### config.mk
export PLATFORM = sky130hd
export DESIGN_NAME = mpu_guard
export DESIGN_NICKNAME = d
export VERILOG_FILES = /design/src/rtl/mpu_guard_pkg.sv /design/src/rtl/mpu_guard_regs.sv /design/src/rtl/mpu_guard_match.sv /design/src/rtl/mpu_guard_event.sv /design/src/rtl/mpu_guard.sv
export SDC_FILE = /design/constraint.sdc
export NUM_CORES = 1
export LEC_CHECK = 0
export CAP_MARGIN = 20
export CORE_MARGIN = 2
export CORE_UTILIZATION = 57
export CTS_BUF_LIST = sky130_fd_sc_hd__clkbuf_16
export CTS_CLUSTER_SIZE = 12
export DETAILED_ROUTE_END_ITERATION = 8
export HOLD_SLACK_MARGIN = 0.06
export PLACE_DENSITY_LB_ADDON = 0.15
export SYNTH_ARGS = -nofsm -noshare
export SYNTH_HDL_FRONTEND = slang
export SYNTH_SLANG_ARGS = --single-unit
### constraint.sdc
create_clock -name clk_i -period 3.6 [get_ports clk_i]
set_clock_uncertainty 0.05 [all_clocks]
set_input_delay 0.72 -clock clk_i [delete_from_list [all_inputs] [get_ports clk_i]]
set_output_delay 0.72 -clock clk_i [all_outputs]
set_load 0.02 [all_outputs]
### src/rtl/mpu_guard_pkg.sv
`timescale 1ns/1ps
package mpu_guard_pkg;
  typedef enum logic [1:0] {
    ACC_READ  = 2'd0,
    ACC_WRITE = 2'd1,
    ACC_FETCH = 2'd2,
    ACC_RSVD  = 2'd3
  } acc_kind_e;

  localparam int FLD_LO      = 0;
  localparam int FLD_HI      = 1;
  localparam int FLD_ATTR    = 2;
  localparam int ATTR_WP_BIT = 8;
  localparam int ATTR_NX_BIT = 9;
endpackage

### src/rtl/mpu_guard_regs.sv
`timescale 1ns/1ps
module mpu_guard_regs
  import mpu_guard_pkg::*;
#(
  parameter int NUM_DESC    = 8,
  parameter int NUM_MASTERS = 3,
  parameter int ADDR_W      = 16,
  parameter int DATA_W      = 16,
  parameter int REG_AW      = 6
) (
  input  logic                                     clk_i,
  input  logic                                     rst_ni,
  input  logic                                     we_i,
  input  logic [REG_AW-1:0]                        waddr_i,
  input  logic [DATA_W-1:0]                        wdata_i,
  output logic [NUM_DESC-1:0][ADDR_W-1:0]          lo_o,
  output logic [NUM_DESC-1:0][ADDR_W-1:0]          hi_o,
  output logic [NUM_DESC-1:0][NUM_MASTERS-1:0]     men_o,
  output logic [NUM_DESC-1:0]                      wp_o,
  output logic [NUM_DESC-1:0]                      nx_o,
  output logic                                     sup_en_o
);
  localparam logic [REG_AW-1:0] CTRL_A = REG_AW'(NUM_DESC * 4);

  logic unused_wdata;
  assign unused_wdata = ^wdata_i;

  for (genvar d = 0; d < NUM_DESC; d++) begin : g_desc
    localparam logic [REG_AW-1:0] BASE = REG_AW'(4 * d);
    logic [ADDR_W-1:0]      lo_q, hi_q;
    logic [NUM_MASTERS-1:0] men_q;
    logic                   wp_q, nx_q;

    always_ff @(posedge clk_i or negedge rst_ni) begin
      if (!rst_ni) begin
        lo_q  <= '0;
        hi_q  <= '1;
        men_q <= (d == 0) ? {NUM_MASTERS{1'b1}} : '0;
        wp_q  <= 1'b0;
        nx_q  <= 1'b0;
      end else if (we_i) begin
        if (waddr_i == BASE + REG_AW'(FLD_LO)) lo_q <= wdata_i[ADDR_W-1:0];
        if (waddr_i == BASE + REG_AW'(FLD_HI)) hi_q <= wdata_i[ADDR_W-1:0];
        if (waddr_i == BASE + REG_AW'(FLD_ATTR)) begin
          men_q <= wdata_i[NUM_MASTERS-1:0];
          wp_q  <= wdata_i[ATTR_WP_BIT];
          nx_q  <= wdata_i[ATTR_NX_BIT];
        end
      end
    end

    assign lo_o[d]  = lo_q;
    assign hi_o[d]  = hi_q;
    assign men_o[d] = men_q;
    assign wp_o[d]  = wp_q;
    assign nx_o[d]  = nx_q;
  end

  always_ff @(posedge clk_i or negedge rst_ni) begin
    if (!rst_ni)                         sup_en_o <= 1'b0;
    else if (we_i && waddr_i == CTRL_A)  sup_en_o <= wdata_i[0];
  end
endmodule

### src/rtl/mpu_guard_match.sv
`timescale 1ns/1ps
module mpu_guard_match
  import mpu_guard_pkg::*;
#(
  parameter int ADDR_W      = 16,
  parameter int NUM_MASTERS = 3,
  parameter int MID_W       = 2
) (
  input  logic [ADDR_W-1:0]      lo_i,
  input  logic [ADDR_W-1:0]      hi_i,
  input  logic [NUM_MASTERS-1:0] men_i,
  input  logic                   wp_i,
  input  logic                   nx_i,
  input  logic [ADDR_W-1:0]      addr_i,
  input  logic [MID_W-1:0]       mid_i,
  input  acc_kind_e              kind_i,
  output logic                   permit_o
);
  logic in_range, master_ok, kind_ok;

  assign in_range  = (addr_i >= lo_i) && (addr_i <= hi_i);
  assign master_ok = (int'(mid_i) < NUM_MASTERS) && men_i[mid_i];
  assign kind_ok   = !((kind_i == ACC_WRITE && wp_i) || (kind_i == ACC_FETCH && nx_i));
  assign permit_o  = in_range && master_ok && kind_ok;
endmodule

### src/rtl/mpu_guard_event.sv
`timescale 1ns/1ps
module mpu_guard_event #(
  parameter int ADDR_W = 16,
  parameter int MID_W  = 2
) (
  input  logic              clk_i,
  input  logic              rst_ni,
  input  logic              viol_i,
  input  logic              cpu_viol_i,
  input  logic [ADDR_W-1:0] addr_i,
  input  logic [MID_W-1:0]  mid_i,
  input  logic              clr_i,
  input  logic              ack_i,
  output logic              err_o,
  output logic [ADDR_W-1:0] cap_addr_o,
  output logic [MID_W-1:0]  cap_mid_o,
  output logic              irq_o
);
  always_ff @(posedge clk_i or negedge rst_ni) begin
    if (!rst_ni) begin
      err_o      <= 1'b0;
      cap_addr_o <= '0;
      cap_mid_o  <= '0;
      irq_o      <= 1'b0;
    end else begin
      // capture freezes while the flag is up
      if (viol_i && !err_o) begin
        cap_addr_o <= addr_i;
        cap_mid_o  <= mid_i;
      end
      if (viol_i)     err_o <= 1'b1;
      else if (clr_i) err_o <= 1'b0;
      // request follows vector fetch, not the flag
      if (cpu_viol_i) irq_o <= 1'b1;
      else if (ack_i) irq_o <= 1'b0;
    end
  end
endmodule

### src/rtl/mpu_guard.sv
`timescale 1ns/1ps
module mpu_guard
  import mpu_guard_pkg::*;
#(
  parameter  int NUM_DESC    = 8,
  parameter  int NUM_MASTERS = 3,
  parameter  int ADDR_W      = 16,
  parameter  int DATA_W      = 16,
  parameter  int CPU_ID      = 0,
  localparam int MID_W       = (NUM_MASTERS > 1) ? $clog2(NUM_MASTERS) : 1,
  localparam int REG_AW      = $clog2(NUM_DESC * 4 + 4)
) (
  input  logic              clk_i,
  input  logic              rst_ni,
  input  logic              reg_we_i,
  input  logic [REG_AW-1:0] reg_addr_i,
  input  logic [DATA_W-1:0] reg_wdata_i,
  output logic [DATA_W-1:0] reg_rdata_o,
  input  logic              acc_valid_i,
  input  logic [MID_W-1:0]  acc_master_i,
  input  logic [ADDR_W-1:0] acc_addr_i,
  input  logic [1:0]        acc_kind_i,
  input  logic              acc_super_i,
  output logic              acc_allow_o,
  output logic              irq_o,
  input  logic              vec_ack_i
);
  localparam int DIDX_W = (NUM_DESC > 1) ? $clog2(NUM_DESC) : 1;
  localparam logic [REG_AW-1:0] CTRL_A = REG_AW'(NUM_DESC * 4);
  localparam logic [REG_AW-1:0] STAT_A = REG_AW'(NUM_DESC * 4 + 1);
  localparam logic [REG_AW-1:0] CAPA_A = REG_AW'(NUM_DESC * 4 + 2);
  localparam logic [REG_AW-1:0] CAPM_A = REG_AW'(NUM_DESC * 4 + 3);

  logic [NUM_DESC-1:0][ADDR_W-1:0]      lo, hi;
  logic [NUM_DESC-1:0][NUM_MASTERS-1:0] men;
  logic [NUM_DESC-1:0]                  wp, nx, permit;
  logic                                 sup_en, err_q, bypass, hit, viol, cpu_viol, clr;
  logic [ADDR_W-1:0]                    cap_addr;
  logic [MID_W-1:0]                     cap_mid;
  acc_kind_e                            kind;

  assign kind = acc_kind_e'(acc_kind_i);

  mpu_guard_regs #(
    .NUM_DESC(NUM_DESC), .NUM_MASTERS(NUM_MASTERS), .ADDR_W(ADDR_W),
    .DATA_W(DATA_W), .REG_AW(REG_AW)
  ) u_regs (
    .clk_i, .rst_ni,
    .we_i(reg_we_i), .waddr_i(reg_addr_i), .wdata_i(reg_wdata_i),
    .lo_o(lo), .hi_o(hi), .men_o(men), .wp_o(wp), .nx_o(nx), .sup_en_o(sup_en)
  );

  for (genvar d = 0; d < NUM_DESC; d++) begin : g_match
    mpu_guard_match #(
      .ADDR_W(ADDR_W), .NUM_MASTERS(NUM_MASTERS), .MID_W(MID_W)
    ) u_match (
      .lo_i(lo[d]), .hi_i(hi[d]), .men_i(men[d]), .wp_i(wp[d]), .nx_i(nx[d]),
      .addr_i(acc_addr_i), .mid_i(acc_master_i), .kind_i(kind),
      .permit_o(permit[d])
    );
  end

  assign hit         = |permit;
  assign bypass      = (int'(acc_master_i) == CPU_ID) && acc_super_i && !sup_en;
  assign acc_allow_o = acc_valid_i && (hit || bypass);
  assign viol        = acc_valid_i && !(hit || bypass);
  assign cpu_viol    = viol && (int'(acc_master_i) == CPU_ID);
  assign clr         = reg_we_i && (reg_addr_i == STAT_A) && reg_wdata_i[0];

  mpu_guard_event #(.ADDR_W(ADDR_W), .MID_W(MID_W)) u_event (
    .clk_i, .rst_ni,
    .viol_i(viol), .cpu_viol_i(cpu_viol),
    .addr_i(acc_addr_i), .mid_i(acc_master_i),
    .clr_i(clr), .ack_i(vec_ack_i),
    .err_o(err_q), .cap_addr_o(cap_addr), .cap_mid_o(cap_mid), .irq_o(irq_o)
  );

  logic [DIDX_W-1:0] rd_idx;
  assign rd_idx = DIDX_W'(reg_addr_i >> 2);

  always_comb begin
    reg_rdata_o = '0;
    if (reg_addr_i < CTRL_A) begin
      case (reg_addr_i[1:0])
        2'd0: reg_rdata_o[ADDR_W-1:0] = lo[rd_idx];
        2'd1: reg_rdata_o[ADDR_W-1:0] = hi[rd_idx];
        2'd2: begin
          reg_rdata_o[NUM_MASTERS-1:0] = men[rd_idx];
          reg_rdata_o[ATTR_WP_BIT]     = wp[rd_idx];
          reg_rdata_o[ATTR_NX_BIT]     = nx[rd_idx];
        end
        default: ;
      endcase
    end else begin
      case (reg_addr_i)
        CTRL_A:  reg_rdata_o[0] = sup_en;
        STAT_A:  reg_rdata_o[0] = err_q;
        CAPA_A:  reg_rdata_o[ADDR_W-1:0] = cap_addr;
        CAPM_A:  reg_rdata_o[MID_W-1:0] = cap_mid;
        default: ;
      endcase
    end
  end
endmodule

==> qor.csv, run 1 <==
metric,value,unit
synth_edf_count,0,
status,"complete, but fails checks",
routedWlPerCell,25.8,um
clk_latency,580,ps
layout_min_cycle_time,4290,ps
ir_drop,0.484,mV
coreArea,36400,sq um
grt_antenna_before_repair,3,
die_x,196,um
port_buffers,65,
worstSetupStartpointType,input port,
nets,2641,
multi_input_area,12200,sq um
ios,66,
initial_core_util,57.7,%
power_leakage,0.0125,uW
power_density,473,nW/um^2
die-area,38500,sq um
grt_max_degree,70,
clkTransAtPathRegs,60,ps
drc,0,
grt_pass1_vias,17500,
crit_type,input port to primary output,
synthDistinctLibCells,65,
rr_worst_depth,14,
grt_setup_unrepaired,true,
drive_gt1_share,38.6,%
dp.cells,2721,
instances_no_fill,2838,
regArea,8100,sq um
cts.sink_count,317,
chipHeight,196,um
worst_slew_pin_slew,1090,ps
violations,setup timing,
final_max_slew_viol_count,0,
synth-seq-area-share,38.5,%
cts_tree,built,
syn_inst,1972,
finalHoldViolations,0,
setup-violations-final,1,
synth-async-reset-ratio,100,%
syn_to_final_growth,26.9,%
synth_seq_cells,317,
vias,17400,
holdPathStages,2,
cp.arrival,3520,ps
root_buffer,clkbuf_16,
routed_wl,73.3,mm
cp_data_required_time,2830,ps
layout_setup_ws,-686,ps
cts_buffers,39,
grt_util_all_layers,38.6,%
viasPerCell,6.12,
syn_nets,2276,
fin_crit_sh,119,%
endpoint_kind,primary output,
maxSlewHeadroom,27.0,%
antenna_left,0,
synthFlopType,dfrtp_1,
yosysWarnings,0,
drtPass1Iterations,6,
place_congestion,0.959,
worst-path-max-fanout,3,
htreeDepth,2,
hp-class,input port to flip-flop,
clockBufferDepth,3,
first_iter_violations,1720,
syn_area,21000,sq um
grt_pass1_wl,109,mm
hpwl,54.3,mm
rows,70,
grt.overflow.total,0,
final_util,73.3,%
clock.fmax,0.233,GHz
n_fill_cell,2587,
syn_area_per_cell,10.7,sq um
max_cap_violations,0,
path summary, 6_finish.rpt:
path                                                      start                                   end  slack [ps]
setup / recovery                                  acc_addr_i[2]                           acc_allow_o        -690
hold / removal                                    acc_addr_i[0]     u_event.cap_addr_o[0]$_DFFE_PN0P_         390
setup reg to reg           u_regs.g_desc[1].hi_q[6]$_DFFE_PN1P_     u_event.cap_addr_o[5]$_DFFE_PN0P_          30
hold reg to reg                       u_event.irq_o$_DFFE_PN0P_             u_event.irq_o$_DFFE_PN0P_         460
max in group asynchronous                                rst_ni  u_regs.g_desc[1].hi_q[2]$_DFFE_PN1P_        1950
min in group asynchronous                                rst_ni  u_regs.g_desc[3].lo_q[4]$_DFFE_PN0P_         640
metal layers:
layer | share of wire, % | track usage, % | wire length [um] | vias up
met4 | 5.8 | 19.9 | 4220 | 0
met2 | 45 | 60.3 | 33100 | 737
met1 | 41 | 52.0 | 30400 | 8646
met3 | 7.7 | 6.91 | 5610 | 180
li1 | - | - | - | 7808
met5 | 0 | 0 | 0 | -
sequential cells by signal, indices dropped and copies added (netlist names):
signal and flops:
u_regs.g_desc.nx_q 8, u_regs.g_desc.men_q 24, u_regs.g_desc.wp_q 8, u_event.cap_addr_o 16, u_event.err_o 1, u_event.cap_mid_o 2
u_regs.g_desc.lo_q 128, u_regs.g_desc.hi_q 128, u_regs.sup_en_o 1, u_event.irq_o 1
area by class of cell:
class / count / share of cell area (%)
Multi-Input combinational cell: 1314 / 45.7
Tap cell: 468 / 2.19
Antenna cell: 2 / 0.0187
Sequential cell: 317 / 30.3
Inverter: 252 / 3.56
Timing Repair Buffer: 413 / 13.5
Clock inverter: 32 / 1.00
Clock buffer: 40 / 3.75
synth_stat cells, drive strengths merged (4+ instances only):
master / number / area share [%]
o21ai: 154 / 3.7
nand2b: 11 / 0.33
mux4: 78 / 8.4
a221oi: 12 / 0.53
o31ai: 4 / 0.14
and4: 8 / 0.34
a221o: 9 / 0.43
a21o: 20 / 0.73
mux2i: 38 / 1.8
a211oi: 4 / 0.14
inv: 251 / 4.5
a2111oi: 5 / 0.21
a22o: 4 / 0.17
dfrtp: 186 / 22
o22ai: 7 / 0.21
nor2: 48 / 0.86
nor3: 12 / 0.29
dfstp: 131 / 16
nand4: 37 / 1.1
mux2: 197 / 11
nor2b: 13 / 0.39
nand3: 31 / 0.74
clkbuf: 73 / 1.3
o211ai: 15 / 0.61
nor4: 6 / 0.25
a21oi: 98 / 2.3
buf: 14 / 0.36
nand2: 200 / 3.6
o22a: 8 / 0.33
ha: 256 / 15
worst max-delay path, stage by stage:
cell and delay (ps):
dlygate4sd2_1 440, ha_4 280, a211o_1 300, a31oi_2 180, o221ai_2 190, a221o_1 390, o211ai_2 200, o211ai_2 170
nor3_4 320, buf_6 160, nor2b_4 40, buf_6 120
through the flow:
stage | total power, uW | hold slack [ps] | setup slack (ps) | setup TNS [ps] | instance area [sq um]
after global placement | 8190 | 435 | -2040 | -30430 | 24400
after global routing | 13200 | 399 | -717 | -1080 | 26700
after detailed placement | 8310 | 436 | -2100 | -32580 | 24400
after CTS | 12500 | 454 | -660 | -660 | 26300
final | 12600 | 386 | -686 | -686 | 26700
after floorplan | 6600 | 374 | 4.47 | 0 | 21000
report_power, final:
part	leakage (uW)	switching (uW)	internal, uW
Combinational	0.00822	2060	1930
Sequential	0.00366	372	4310
Clock	0.000631	1650	2310
placed cells by master, fill, tap and decap left out, types with 19 or more instances in the layout:
cell	instances
dlygate4sd2_1	21
nand2_1	197
dfrtp_1	186
nand3_1	31
mux2_2	180
mux2i_1	32
nand4_1	37
clkdlybuf4s50_1	29
buf_12	23
clkbuf_16	40
a21oi_1	89
inv_1	251
buf_4	304
dfstp_2	131
mux4_2	78
nor2_1	42
o21ai_0	149
ha_1	238
buf_6	19
kinds of logic after synthesis:
group,count (synthesis),synth area share [%]
mux,313,20.9
buf+inv,341,6.47
flops,317,38.5
simple gates,378,8.30
fa+ha+maj,256,15.2
compound gates,367,10.6
what timing repair did:
item                                   4_1_cts  5_1_grt
resized for setup                          136       60
buffers inserted                            33        7
gates cloned                                 1        0
setup endpoints to repair                   37       20
hold buffers                                 1        0
endpoints found under the hold margin       46        0
pin swaps                                   22       29
Note: power is estimated with default switching activity, not from simulation.
==> inputs of run 2 (changes only) <==
Settings changed: CORE_UTILIZATION 57 to 60, SLEW_MARGIN from default to 20.
Clock period 3.6 ns to 5.41 ns, I/O delays scaled along.
==> run 2 against run 1 <==
Against the previous run: the run now ends clean; global-route usage up 0.60 points; sequential power decreased by 33%; sequential cell count is the same.
==> qor.csv, run 2 (synthesis gave the netlist of run 1 again) <==
metric,value,unit
postCtsHoldBufs,0,
coreArea,34500,sq um
viasPerCell,6.33,
drc,0,
clkTransAtPathRegs,60,ps
vias,16800,
share_seq_of_total_power,39.7,%
clk_latency,560,ps
rr_worst_depth,12,
crit_start,acc_addr_i[8],
r2r_slack,1760,ps
instances_no_fill,2648,
met2_length,32.1,mm
cts.sink_count,317,
place_congestion,0.974,
routed_wl,69.2,mm
fin_crit_sh,98.0,%
root_buffer,clkbuf_16,
layout_min_cycle_time,5300,ps
largestRegisters,"u_regs.g_desc.hi_q x128, u_regs.g_desc.lo_q x128, u_regs.g_desc.men_q x24",
n_fill_cell,2588,
rows,68,
reg2reg_from,u_regs.g_desc[6].hi_q[11]$_DFFE_PN1P_,
placed_area,23400,sq um
grt_setup_unrepaired,false,
worst-path-max-fanout,9,
grt.overflow.total,0,
clockBufferDepth,3,
htreeDepth,2,
diodes,0,
initial_core_util,60.9,%
die-area,36600,sq um
final_max_slew_viol_count,0,
maxSlewHeadroom,20.4,%
ir_drop,0.314,mV
p_sw_share,32.2,%
p_sw,2540,uW
crit_type,input port to primary output,
pwr-share-clk,31.4,%
worst_slew_pin_slew,1190,ps
routedWlPerCell,26.1,um
grt_util_all_layers,39.3,%
r2r-end,u_event.cap_addr_o[0]$_DFFE_PN0P_,
drtPass1Iterations,6,
antenna_left,0,
cts_buffers,38,
power_leakage,0.0115,uW
status,"finished, final reports clean",
grt_pass1_vias,17400,
cts_tree,built,
grt_antenna_before_repair,0,
internal-power,5350,uW
setup-violations-final,0,
clock.fmax,0.189,GHz
chipHeight,191,um
power_density,320,nW/um^2
grt_pass1_wl,106,mm
endpoint,acc_allow_o,
drive_gt1_share,30.5,%
mostFrequentLayoutCells,"inv_1 (267), ha_1 (256), nand2_1 (199)",
route.met3.wl,5.48,mm
first_iter_violations,1342,
hp-class,flip-flop to flip-flop,
port_buffers,65,
syn_to_final_growth,17.1,%
stdcell_area,24600,sq um
cp.arrival,4170,ps
dp.cells,2578,
worstSetupStartpointType,input port,
die_x,191,um
hpwl,52.2,mm
max_cap_violations,0,
routed.top_layer,met4,
endpoint_kind,primary output,
drt-met1-wl,27.9,mm
grt_max_degree,117,
ios,66,
p_comb_share,29.0,%
cp_data_required_time,4280,ps
nets,2469,
finalHoldViolations,0,
final_common_cell,inv_1,
## run 2: worst max-delay path: stages
cell and delay (ps):
clkdlybuf4s50_1 550, buf_4 260, ha_1 300, nand4_1 100, or4_1 520, o221a_1 280, o211ai_2 230, o311ai_4 140
nor3_2 310, buf_4 190, nor2b_1 50, clkbuf_2 150
## run 2: timing repair
action / in CTS / in global routing
setup endpoints to repair: 1 / 1
resized for setup: 11 / 14
pin swaps: 1 / 6
endpoints found under the hold margin: 0 / 0
buffers inserted: 0 / 2
cloned: 0 / 0
## run 2: how the worst min path moves through the flow
stage	cells past startpoint	slack (ps)	start	to
floorplan	1	420	u_event.err_o$_DFFE_PN0P_	u_event.err_o$_DFFE_PN0P_
detailed placement	1	450	u_event.cap_addr_o[1]$_DFFE_PN0P_	u_event.cap_addr_o[1]$_DFFE_PN0P_
global route	1	480	u_event.cap_addr_o[15]$_DFFE_PN0P_	u_event.cap_addr_o[15]$_DFFE_PN0P_
CTS	1	460	u_event.cap_addr_o[1]$_DFFE_PN0P_	u_event.cap_addr_o[1]$_DFFE_PN0P_
finish	1	460	u_event.cap_addr_o[1]$_DFFE_PN0P_	u_event.cap_addr_o[1]$_DFFE_PN0P_
global placement	1	440	u_event.cap_addr_o[1]$_DFFE_PN0P_	u_event.cap_addr_o[1]$_DFFE_PN0P_
## run 2: area by class of cell
class	count	area, sq um	area share [%]
Clock buffer	40	1000	4.06
Timing Repair Buffer	242	2170	8.80
Sequential cell	317	8100	32.9
Inverter	252	946	3.84
Tap cell	455	569	2.31
Clock inverter	28	173	0.701
Multi-Input combinational cell	1314	11700	47.4
## run 2: metrics by stage
step | util [%] | hold WS [ps] | power [uW] | TNS [ps] | setup slack (ps)
final | 71.3 | 456 | 7880 | 0 | 108
after global routing | 71.3 | 482 | 8260 | 0 | 37.9
after CTS | 71.2 | 459 | 7860 | 0 | 11.8
after detailed placement | 67.7 | 446 | 5380 | -557 | -557
after global placement | 67.6 | 439 | 5290 | -522 | -522
after floorplan | - | 424 | 4390 | 0 | 1040
## run 2: power by group through the flow
stage                     Clock (uW)  Sequential, uW  Combinational (uW)
after floorplan                    0            3050                1340
after global placement             0            3130                2160
after detailed placement           0            3160                2220
after CTS                       2490            3120                2250
after global routing            2590            3170                2500
final                           2470            3130                2290
## run 2: layer usage
layer | GRT usage [%] | up-vias
met3 | 7.91 | 195
met4 | 19.7 | 0
met1 | 51.0 | 8389
met5 | 0 | -
met2 | 62.7 | 720
li1 | - | 7460
